--- config.mk ---
export PLATFORM = sky130hd
export DESIGN_NAME = bcd_alu
export DESIGN_NICKNAME = d
export VERILOG_FILES = /design/src/rtl/bcd_alu_pkg.sv /design/src/rtl/bcd_alu_bin.sv /design/src/rtl/bcd_alu_dadd.sv /design/src/rtl/bcd_alu_dsub.sv /design/src/rtl/bcd_alu.sv
export SDC_FILE = /design/constraint.sdc
export NUM_CORES = 1
export LEC_CHECK = 0
export BUFFER_PORTS_ARGS = -buffer_cell sky130_fd_sc_hd__buf_4
export CAP_MARGIN = 20
export CORE_MARGIN = 5
export CORE_UTILIZATION = 39
export CTS_BUF_LIST = sky130_fd_sc_hd__clkbuf_4
export CTS_CLUSTER_SIZE = 10
export DETAILED_ROUTE_END_ITERATION = 8
export SKIP_CTS_REPAIR_TIMING = 1
export SYNTH_ARGS = -nofsm -noshare
export SYNTH_HDL_FRONTEND = slang
export SYNTH_SLANG_ARGS = --single-unit
--- constraint.sdc ---
create_clock -name clk -period 4.12 [get_ports clk]
set_input_delay 0.206 -clock clk [delete_from_list [all_inputs] [get_ports clk]]
set_output_delay 0.206 -clock clk [all_outputs]
set_load 0.01 [all_outputs]
--- src/rtl/bcd_alu_pkg.sv ---
package bcd_alu_pkg;
  localparam int unsigned BYTE_W = 8;
  localparam int unsigned DIG_W  = BYTE_W / 2;
  localparam int unsigned SUM_W  = BYTE_W + 1;
  localparam int unsigned DIFF_W = DIG_W + 2;

  typedef struct packed {
    logic [BYTE_W-1:0] res;
    logic              c;
    logic              v;
    logic              n;
    logic              z;
  } alu_flags_t;
endpackage

--- src/rtl/bcd_alu_bin.sv ---
module bcd_alu_bin
  import bcd_alu_pkg::*;
(
  input  logic [BYTE_W-1:0] a,
  input  logic [BYTE_W-1:0] b,
  input  logic              cin,
  input  logic              sub,
  output alu_flags_t        flg
);
  logic [BYTE_W-1:0] b_eff;
  logic [SUM_W-1:0]  sum;
  logic              sa, sb, sr;

  always_comb begin
    b_eff   = sub ? ~b : b;
    sum     = {1'b0, a} + {1'b0, b_eff} + {{BYTE_W{1'b0}}, cin};
    sa      = a[BYTE_W-1];
    sb      = b_eff[BYTE_W-1];
    sr      = sum[BYTE_W-1];
    flg.res = sum[BYTE_W-1:0];
    flg.c   = sum[BYTE_W];
    flg.v   = (sa == sb) && (sr != sa);
    flg.n   = sr;
    flg.z   = (sum[BYTE_W-1:0] == '0);
  end
endmodule

--- src/rtl/bcd_alu_dadd.sv ---
module bcd_alu_dadd
  import bcd_alu_pkg::*;
(
  input  logic [BYTE_W-1:0] a,
  input  logic [BYTE_W-1:0] b,
  input  logic              cin,
  output logic [BYTE_W-1:0] res,
  output logic              cout,
  output logic              ovf,
  output logic              neg
);
  localparam logic [DIG_W:0]    DIG_TEN  = (DIG_W+1)'(10);
  localparam logic [DIG_W:0]    DIG_FLAG = (DIG_W+1)'(1 << DIG_W);
  localparam logic [SUM_W-1:0]  HI_LIMIT = SUM_W'(9 << DIG_W) | SUM_W'((1 << DIG_W) - 1);
  localparam logic [SUM_W:0]    HI_FIX   = (SUM_W+1)'(6 << DIG_W);

  logic [DIG_W:0]   lo_sum, lo_adj;
  logic [SUM_W-1:0] mid;
  logic [SUM_W:0]   fixed;

  always_comb begin
    lo_sum = {1'b0, a[DIG_W-1:0]} + {1'b0, b[DIG_W-1:0]} + {{DIG_W{1'b0}}, cin};
    lo_adj = (lo_sum >= DIG_TEN) ? ((lo_sum - DIG_TEN) | DIG_FLAG) : lo_sum;
    mid    = SUM_W'(lo_adj)
           + {1'b0, a[BYTE_W-1:DIG_W], {DIG_W{1'b0}}}
           + {1'b0, b[BYTE_W-1:DIG_W], {DIG_W{1'b0}}};
    neg    = mid[BYTE_W-1];
    ovf    = (a[BYTE_W-1] == b[BYTE_W-1]) && (b[BYTE_W-1] != mid[BYTE_W-1]);
    fixed  = (mid > HI_LIMIT) ? ({1'b0, mid} + HI_FIX) : {1'b0, mid};
    cout   = (fixed[SUM_W:BYTE_W] != '0);
    res    = fixed[BYTE_W-1:0];
  end
endmodule

--- src/rtl/bcd_alu_dsub.sv ---
module bcd_alu_dsub
  import bcd_alu_pkg::*;
(
  input  logic [BYTE_W-1:0] a,
  input  logic [BYTE_W-1:0] b,
  input  logic              cin,
  output logic [BYTE_W-1:0] res
);
  localparam logic [DIFF_W-1:0] SIX = DIFF_W'(6);
  localparam logic [DIFF_W-1:0] ONE = DIFF_W'(1);

  logic [DIFF_W-1:0] lo_d, hi_d, lo_c, hi_b, hi_c;

  always_comb begin
    lo_d = DIFF_W'(a[DIG_W-1:0]) - DIFF_W'(b[DIG_W-1:0]) - ONE + DIFF_W'(cin);
    hi_d = DIFF_W'(a[BYTE_W-1:DIG_W]) - DIFF_W'(b[BYTE_W-1:DIG_W]);
    if (lo_d[DIG_W]) begin
      lo_c = lo_d - SIX;
      hi_b = hi_d - ONE;
    end else begin
      lo_c = lo_d;
      hi_b = hi_d;
    end
    hi_c = hi_b[DIG_W] ? (hi_b - SIX) : hi_b;
    res  = {hi_c[DIG_W-1:0], lo_c[DIG_W-1:0]};
  end
endmodule

--- src/rtl/bcd_alu.sv ---
module bcd_alu
  import bcd_alu_pkg::*;
(
  input  logic              clk,
  input  logic              rst,
  input  logic [BYTE_W-1:0] acc_i,
  input  logic [BYTE_W-1:0] opnd_i,
  input  logic              carry_i,
  input  logic              dec_i,
  input  logic              sub_i,
  output logic [BYTE_W-1:0] res_o,
  output logic              carry_o,
  output logic              ovf_o,
  output logic              neg_o,
  output logic              zero_o
);
  alu_flags_t        bin_f, nxt, q;
  logic [BYTE_W-1:0] dadd_res, dsub_res;
  logic              dadd_c, dadd_v, dadd_n;

  bcd_alu_bin u_bin (
    .a(acc_i), .b(opnd_i), .cin(carry_i), .sub(sub_i), .flg(bin_f)
  );

  bcd_alu_dadd u_dadd (
    .a(acc_i), .b(opnd_i), .cin(carry_i),
    .res(dadd_res), .cout(dadd_c), .ovf(dadd_v), .neg(dadd_n)
  );

  bcd_alu_dsub u_dsub (
    .a(acc_i), .b(opnd_i), .cin(carry_i), .res(dsub_res)
  );

  always_comb begin
    nxt = bin_f;
    if (dec_i) begin
      if (sub_i) begin
        nxt.res = dsub_res;
      end else begin
        nxt.res = dadd_res;
        nxt.c   = dadd_c;
        nxt.v   = dadd_v;
        nxt.n   = dadd_n;
      end
    end
  end

  always_ff @(posedge clk) begin
    if (rst) q <= '0;
    else     q <= nxt;
  end

  assign res_o   = q.res;
  assign carry_o = q.c;
  assign ovf_o   = q.v;
  assign neg_o   = q.n;
  assign zero_o  = q.z;
endmodule

* Word-level counts from Yosys, hierarchy flattened
Index checks and enable logic that the tools add are counted.
** Word-level totals
- Bits of input ports :: 21
- Word-level logic and storage cells :: 40
- Output and inout bits :: 12
- Register bits :: 12
** Operators by class
- Reductions and logical operators :: 4
- Add/subtract/negate cells :: 15
- Bitwise operators :: 1
- Magnitude comparators :: 2
- Muxes and demuxes :: 9
- Eq/ne operators :: 4
** Operators by type and width (count)
- $mux 8 :: 2
- $mux 11 :: 1
- $add 5x1->5 :: 2
- $add 9x7->10 const B :: 1
- $mux 10 :: 1
- $mux 5 :: 2
- $sub 4x4->5 :: 2
- $sub 5x1->5 const B :: 2
- $add 5x8->9 :: 1
- $add 8x8->9 :: 1
- $add 9x1->9 :: 1
- $add 9x8->9 :: 1
- $gt 9x8->1 const B :: 1
- $logic_not 8->1 :: 1
- $mux 4 :: 2
- $not 8->8 :: 1
- $sub 4x3->4 const B :: 2
- $add 4x4->5 :: 1
- $ge 5x4->1 const B :: 1
- $sub 4x4->4 const B :: 1
- $mux 3 :: 1
- $eq 1x1->1 :: 2
- $logic_and 1x1->1 :: 2
- $ne 1x1->1 :: 2
- $reduce_bool 2->1 :: 1

* Depth between registers and ports, before layout
Gate-level depths: netlist of the first run.
- Depth after elaboration :: 11
- Depth in mapped cells :: 20

* By module
A second synthesis of the first run with hierarchy kept.
** Unflattened totals
- Cell total of the unflattened synthesis :: 239
- Area, all modules :: 2055.7 µm²
** Modules (own cells, without submodules)
- bcd_alu_dadd :: area each 629.4 µm², times used 1, cells each 79
- bcd_alu :: area each 509.2 µm², times used 1, cells each 48
- bcd_alu_dsub :: area each 488.0 µm², times used 1, cells each 59
- bcd_alu_bin :: area each 429.2 µm², times used 1, cells each 53

* Least setup slack after synthesis of the first run
OpenSTA, ideal clock, no wires.
- Path kind :: input-to-reg
- Start point :: input port acc_i[0]
- End point :: register q, in the netlist res_o[6]
- Cell stages on the path :: 19
- Slack :: 0.239 ns
- Data arrival time :: 3.808 ns
- Setup time :: 0.073 ns
- Cell sequence :: fa_1 inv_1 fa_1 xor2_1 inv_1 ha_1 nor2b_1 o221ai_2 o211ai_2 inv_1 fa_1 ha_1 inv_1 fa_1 ha_1 and3b_1 o22ai_2 mux2_4 o22ai_2
** On the way
- Cells in the longest elaborated chain, start to end :: 10
- Elaborated cells on any way between the ends :: 20
- Classes of those cells :: add/sub: 12; order compare: 2; mux: 6
** Ends and longest elaborated chain
- start: declaration :: line bcd_alu.sv:6 : input logic [BYTE_W-1:0] acc_i,
- $add 4x4->5 :: line bcd_alu_dadd.sv:22 : lo_sum = {1'b0, a[DIG_W-1:0]} + {1'b0, b[DIG_W-1:0]} + {{DIG_W{1'b0}}, cin};
- $add 5x1->5 :: line bcd_alu_dadd.sv:22
- $sub 4x4->4 / $ge 5x4->1 (equally long branches) :: line bcd_alu_dadd.sv:23 : lo_adj = (lo_sum >= DIG_TEN) ? ((lo_sum - DIG_TEN) | DIG_FLAG) : lo_sum;
- $mux 5 :: line bcd_alu_dadd.sv:23
- $add 5x8->9 :: line bcd_alu_dadd.sv:25 : + {1'b0, a[BYTE_W-1:DIG_W], {DIG_W{1'b0}}}
- $add 9x8->9 :: line bcd_alu_dadd.sv:26 : + {1'b0, b[BYTE_W-1:DIG_W], {DIG_W{1'b0}}};
- $add 9x7->10 / $gt 9x8->1 (equally long branches) :: line bcd_alu_dadd.sv:29 : fixed = (mid > HI_LIMIT) ? ({1'b0, mid} + HI_FIX) : {1'b0, mid};
- $mux 10 :: line bcd_alu_dadd.sv:29
- $mux 8 :: line bcd_alu.sv:37 : if (sub_i) begin
- $mux 11 * :: line bcd_alu.sv:36 : if (dec_i) begin
- end signal: assignment :: line bcd_alu.sv:50 : else q <= nxt;
- end: declaration :: line bcd_alu.sv:17 : alu_flags_t bin_f, nxt, q;
Mark *: on every way between the ends. The rest lies on a longest branch, timed or not.
A chain may end at the register's enable or synchronous reset.

* Worst setup path in the final report of the first run
Ends and elaborated chain as after synthesis.

==> metrics.md, run 1 <==
| Metric | Value |
|---|---|
| Fin nets | 332 |
| Max Clk Rate | 257.7 MHz |
| Final Cell Area | 2360 um^2 |
| Layout cells sized above 1 | roughly a fifth |
| CTS Sinks | 12 |
| Setup TNS | 0 ps |
| Seq/Total Area, Yosys | 12.08% |
| CTS buffer count | 3 |
| Post-synth cell types | 53 |
| Wirelength per Cell | 12.32 um |
| Vias in the first global route | 1570 |
| RSZ-0062 raised after global routing | false |
| Vias | 1667 |
| Critical Path Source Type | input port |
| H-tree levels | 1 |
| CTS tree | done |
| Clk buf depth | 2 |
| Gp weighted congestion | 0.8442 |
| Post-Place Setup Slack | -24.50 ps |
| Setup violations, final | 0 |
| Rel. slew slack | 67.08% |
| DR vias/cell | a little under 5 |
| Hpwl dp | 3708 um |
| Layout overhead on the synthesized area | 18.69% |
| Worst path required time | 4310 ps |
| Core Area | 5042 um^2 |
| CP endpoint kind | flip-flop |
| Routed Wire Length | 4201 um |
| Post-synth EDFFs | 0 |
| Synth Flop Type | dfxtp_1 |
| Initial antenna violation count | 0 |
| Most frequent cells in the layout | 39 x buf_4, 29 x ha_1, 25 x inv_1 |
| Leakage | 1.092 nW |
| Initial Util | between 30 and 40% |
| Slew at the pin closest to its max-slew limit | 493.8 ps |
| GRT overflow | 0 |
| 1st-iter DRT viols | 60 |
| Hold WC Path Type | in -> reg |
| Synthesized cell area | approximately 2000 um^2 |
| Antenna viol nets, final | 0 |
| Syn Inst Count | 235 |
| Die Y-Extent | 81.40 um |
| Syn nets | 294 |
| Peak VDD IR | 0.0001145 V |
| First-pass GRT wire length | between 6000 and 7000 um |
| Fillers | 505 |
| Fin crit share | between 90% and 100% |
| Worst EP arrival | around 4100 ps |
| Io pins | 33 |
| Power Dens Cells | between 200 and 300 nW/um^2 |
| Detailed-router iteration count before antenna repair | 4 |
| Total power draw | 702.5 uW |
| GRT Total Usage | 13.00% |
| Placed Area | roughly 2300 um^2 |
| Critical path peak fanout | 4 |
| Post-synthesis register bit count | 12 |
| Root buf cell | clkbuf_4 |
| Max cap viols | 0 |
| Commonest non-fill, non-tap cell in the layout | buf_4 |
| Clock transition at path regs | approximately 60 ps |
| Final WS setup | 238.8 ps |
| IO Port Bufs | 32 |
| DR DRC count | 0 |
| Area of the multi-input gates | 1623 um^2 |
| Antenna Cells | 0 |
| Register area | 240.2 um^2 |
| Minimum clock period | around 3900 ps |
| Asr flop ratio synth | 0% |
| FP Rows | 26 |
| Slew Viols, Final | 0 |
| Final Hold Vio Count | 0 |
| Status | finished, final reports clean |
| Area of the die | around 6600 um^2 |
| Syn Area/Cell | roughly 8.5 um^2 |
| Critical path class | in -> reg |
| Die W | 81.40 um |
| Ys Warns | 0 |
| Largest net degree at the start of global routing | 20 |
metal layers:
metal | track usage, % | up-vias | share of wire (%)
met4 | 3.041 | 0 | 0.45
met5 | 0 | - | 0
li1 | - | 888 | -
met1 | 18.69 | 744 | 52
met3 | 0.6652 | 2 | 3.5
met2 | 21.17 | 33 | 44
cells in the mapped netlist, types with 2 or more instances:
cell       n  area [um^2]
nor3_1     4        20.02
inv_1     25        93.84
clkbuf_1   3        11.26
a31oi_1    3        18.77
nand3_1    2        10.01
a21o_1     4        30.03
o21bai_1   2        15.01
mux2i_1    2        20.02
nor2b_1    8        50.05
nor2_1    18        67.56
xor2_1    18        157.7
o22ai_1    2        12.51
fa_1       9        180.2
ha_1      29        362.9
nor4_1     3        18.77
o21ai_0    9        45.04
xnor2_1   18        157.7
a211oi_1   6        45.04
dfxtp_1   12        240.2
o22ai_2    2        25.02
a21oi_1   11        55.05
and2_1     2        12.51
nand2b_1   2        12.51
o21a_1     3        22.52
nand2_1   10        37.54
layout make-up:
class | instances | area share [%]
Clock buffer | 3 | 0.9544
Multi-Input combinational cell | 192 | 68.77
Sequential cell | 12 | 10.18
Inverter | 25 | 3.977
Tap cell | 70 | 3.712
Timing Repair Buffer | 39 | 12.41
sequential cells by signal, indices dropped and copies added (netlist names):
name	flops
res_o	8
neg_o	1
zero_o	1
ovf_o	1
carry_o	1
critical path: stages:
cell	delay [ps]
buf_4	140
fa_1	440
inv_1	80
fa_1	190
xor2_1	90
inv_1	80
ha_1	230
nor2b_1	180
o221ai_2	100
o211ai_2	80
inv_1	80
fa_1	360
ha_1	200
inv_1	70
fa_1	470
ha_1	240
and3b_1	190
o22ai_2	240
mux2_4	330
o22ai_2	70
through the flow:
stage | util (%) | hold slack [ps] | instances
5_1_grt | 46.80 | 234.6 | 341
3_5_place_dp | 46.35 | 498.4 | 338
3_3_place_gp | 46.35 | 493.1 | 338
6_report | 46.80 | 229.5 | 341
2_1_floorplan | - | 279.0 | 235
4_1_cts | 46.80 | 222.8 | 341
power breakdown:
| part | leakage [nW] | switching (mW) | internal (mW) |
|---|---|---|---|
| sequential | 0.0997 | 0.00417 | 0.135 |
| clock | 0.0138 | 0.0295 | 0.0335 |
| combinational | 0.978 | 0.264 | 0.236 |
| total | 1.09 | 0.298 | 0.405 |
path summary, 6_finish.rpt:
path | start | end | slack [ps] | cells after the start
max | acc_i[0] | res_o[6] | 240 | 20
min | rst | neg_o | 230 | 2
cells by family after synthesis:
group | after synthesis | synth area share (%)
compound gates | 57 | 21.27
xor+xnor | 36 | 15.86
fa+ha+maj | 38 | 27.31
buf+inv | 31 | 6.293
flops | 12 | 12.08
mux | 3 | 1.762
simple gates | 58 | 15.42
Note: power is estimated with default switching activity, not from simulation.
==> inputs of run 2 (changes only) <==
--- a/config.mk
+++ b/config.mk
@@ -7,11 +7,13 @@
 export LEC_CHECK = 0
 export BUFFER_PORTS_ARGS = -buffer_cell sky130_fd_sc_hd__buf_4
 export CAP_MARGIN = 20
+export CORE_ASPECT_RATIO = 0.9
 export CORE_MARGIN = 5
 export CORE_UTILIZATION = 39
 export CTS_BUF_LIST = sky130_fd_sc_hd__clkbuf_4
 export CTS_CLUSTER_SIZE = 10
 export DETAILED_ROUTE_END_ITERATION = 8
+export SETUP_SLACK_MARGIN = 0.5
 export SKIP_CTS_REPAIR_TIMING = 1
 export SYNTH_ARGS = -nofsm -noshare
 export SYNTH_HDL_FRONTEND = slang
==> constraint.sdc (replaced) <==
create_clock -name clk -period 3.3 [get_ports clk]
set_input_delay 0.165 -clock clk [delete_from_list [all_inputs] [get_ports clk]]
set_output_delay 0.165 -clock clk [all_outputs]
set_load 0.01 [all_outputs]
==> run 2 against run 1 <==
  * The flow now finishes with violations (negative setup slack)
  * Via count grew 7.7%
  * Sequential cell count is the same
  * Clock power grew 35%
  * Critical path type unchanged
  * Critical path depth is the same
==> metrics.md, run 2 (same netlist as run 1, synthesis figures left out) <==
| Metric | Value |
|---|---|
| Status | finished, violations left |
| Failing checks | negative setup slack |
| Reg power frac | 16.6% (-3.2 points) |
| DR vias/cell | 4.934 (+0.93%) |
| Placed Area | 2605 um^2 (+11%) |
| Highest Signal Layer | met4 |
| Initial antenna violation count | 0 (unchanged) |
| CTS tree | done |
| FP Rows | 24 (-7.7%) |
| DR DRC count | 0 (unchanged) |
| Layout cells sized above 1 | 36.45% (+16 points) |
| Internal power | 612.4 uW (+51%) |
| Final WS setup | -156.7 ps (-395.5 ps) |
| CTS Sinks | 12 (unchanged) |
| Vias in the first global route | 1737 (+11%) |
| Hpwl dp | 4164 um (+12%) |
| RSZ-0062 raised after global routing | true |
| Critical path peak fanout | 4 (unchanged) |
| IO Port Bufs | 32 (unchanged) |
| Most frequent cells in the layout | 62 x buf_4, 25 x ha_1, 20 x inv_1 |
| First-pass GRT wire length | 7700 um (+12%) |
| Slew at the pin closest to its max-slew limit | 452.1 ps (-41.67 ps) |
| Antenna viol nets, final | 0 (unchanged) |
| Wl on met1 | 2353 um (+7.5%) |
| Gate power share | 75.2% (+4.0 points) |
| Fin nets | 359 (+8.1%) |
| Routed Wire Length | 4677 um (+11%) |
| Final Hold Vio Count | 0 (unchanged) |
| Setup violations, final | 3 (+3) |
| Critical path class | in -> reg |
| 1st-iter DRT viols | 89 (+48%) |
| Sw frac | 41.52% (-0.85 points) |
| Non-Filler Instances | 364 (+6.7%) |
| Fillers | 471 (-6.7%) |
| Worst path required time | 3500 ps (-810 ps) |
| Root buf cell | clkbuf_4 |
| Max FFs per register | 8 (unchanged) |
| Die W | 85.26 um (+4.7%) |
| Setup TNS | -283.4 ps (-283.4 ps) |
| Final Cell Area | 2734 um^2 (+16%) |
| Die Y-Extent | 77.74 um (-4.5%) |
| Peak VDD IR | 0.0002013 V (+76%) |
| Max cap viols | 0 (unchanged) |
| Clock transition at path regs | 60 ps (about the same) |
| Minimum clock period | 3457 ps |
| H-tree levels | 1 (unchanged) |
| GRT Total Usage | 14.09% (+1.1 points) |
| DR WL met3 | 219 um (+50%) |
| Placed Cells | 358 (+5.9%) |
| Gp weighted congestion | 0.8142 (-3.6%) |
| Fin Hold WS | 180.2 ps (-49.31 ps) |
| Power Dens Cells | 383.1 nW/um^2 (+29%) |
| Antenna Cells | 0 (unchanged) |
| Hold WC Path Type | in -> reg |
| Io pins | 33 (unchanged) |
| Max Clk Rate | 289.3 MHz |
| Vias | 1796 (+7.7%) |
| Rel. slew slack | 69.75% (+2.7 points) |
| WL met2 | 2062 um (+12%) |
| CP endpoint kind | flip-flop |
| Worst EP arrival | 3650 ps (-420 ps) |
| Fin crit share | 104.7% |
| Slew Viols, Final | 0 (unchanged) |
| Wirelength per Cell | 12.85 um (+4.3%) |
| Post-Place Setup Slack | -584.5 ps (-560.0 ps) |
| GRT overflow | 0 (unchanged) |
| Core Area | 4895 um^2 (-2.9%) |
| Area of the die | 6628 um^2 (about the same) |
| Largest net degree at the start of global routing | 19 (-5.0%) |
| Clk buf depth | 2 (unchanged) |
| Clock Power Share | 8.1% (-0.9 points) |
| Critical Path Source Type | input port |
| CTS buffer count | 3 (unchanged) |
| Initial Util | 40.62% (+1.2 points) |
| Detailed-router iteration count before antenna repair | 5 (+1) |
| Layout overhead on the synthesized area | 37.51% |
| Leakage | 1.251 nW (+15%) |
| Psw | 434.8 uW (+46%) |
| Commonest non-fill, non-tap cell in the layout | buf_4 |
## run 2: final timing paths
kind | startpoint | to | cells past startpoint
max | acc_i[0] | res_o[6] | 20
min | rst | res_o[1] | 2
## run 2: critical path, cell delays in order
cell,delay [ps]
buf_6,80
fa_2,200
inv_2,40
fa_2,350
xor2_2,160
inv_2,90
ha_4,140
nor2b_4,130
o221ai_2,90
o211ai_2,90
inv_2,60
fa_2,350
ha_4,170
inv_2,40
fa_2,490
ha_4,190
and3b_2,220
o22ai_4,210
mux2_4,330
o22ai_2,80
## run 2: metrics by stage
| step | utilization (%) | power (mW) |
|---|---|---|
| after floorplan | - | 0.6615 |
| after detailed placement | 53.22 | 0.9036 |
| after global placement | 53.22 | 0.8985 |
| final | 55.85 | 1.047 |
| after global routing | 55.85 | 1.137 |
| after CTS | 53.76 | 0.9932 |
## run 2: final cells by class
class | instances | area (um^2) | share of cell area [%]
Inverter | 25 | 93.84 | 3.432
Clock buffer | 3 | 22.52 | 0.8238
Tap cell | 65 | 81.33 | 2.975
Multi-Input combinational cell | 192 | 1782 | 65.17
Sequential cell | 12 | 240.2 | 8.787
Clock inverter | 1 | 3.754 | 0.1373
Timing Repair Buffer | 66 | 510.5 | 18.67
## run 2: metal layers
metal  GRT usage, %  up-vias
li1               -      945
met3          1.377        5
met1          20.56      807
met5              0        -
met2          21.89       39
met4          4.114        0
## run 2: power groups by stage
stage          Combinational, mW  Clock [mW]  Sequential, mW
2_1_floorplan              0.471           0           0.191
3_3_place_gp               0.721           0           0.178
3_5_place_dp               0.726           0           0.178
4_1_cts                    0.730      0.0887           0.175
5_1_grt                    0.865      0.0957           0.177
6_report                   0.788      0.0850           0.174
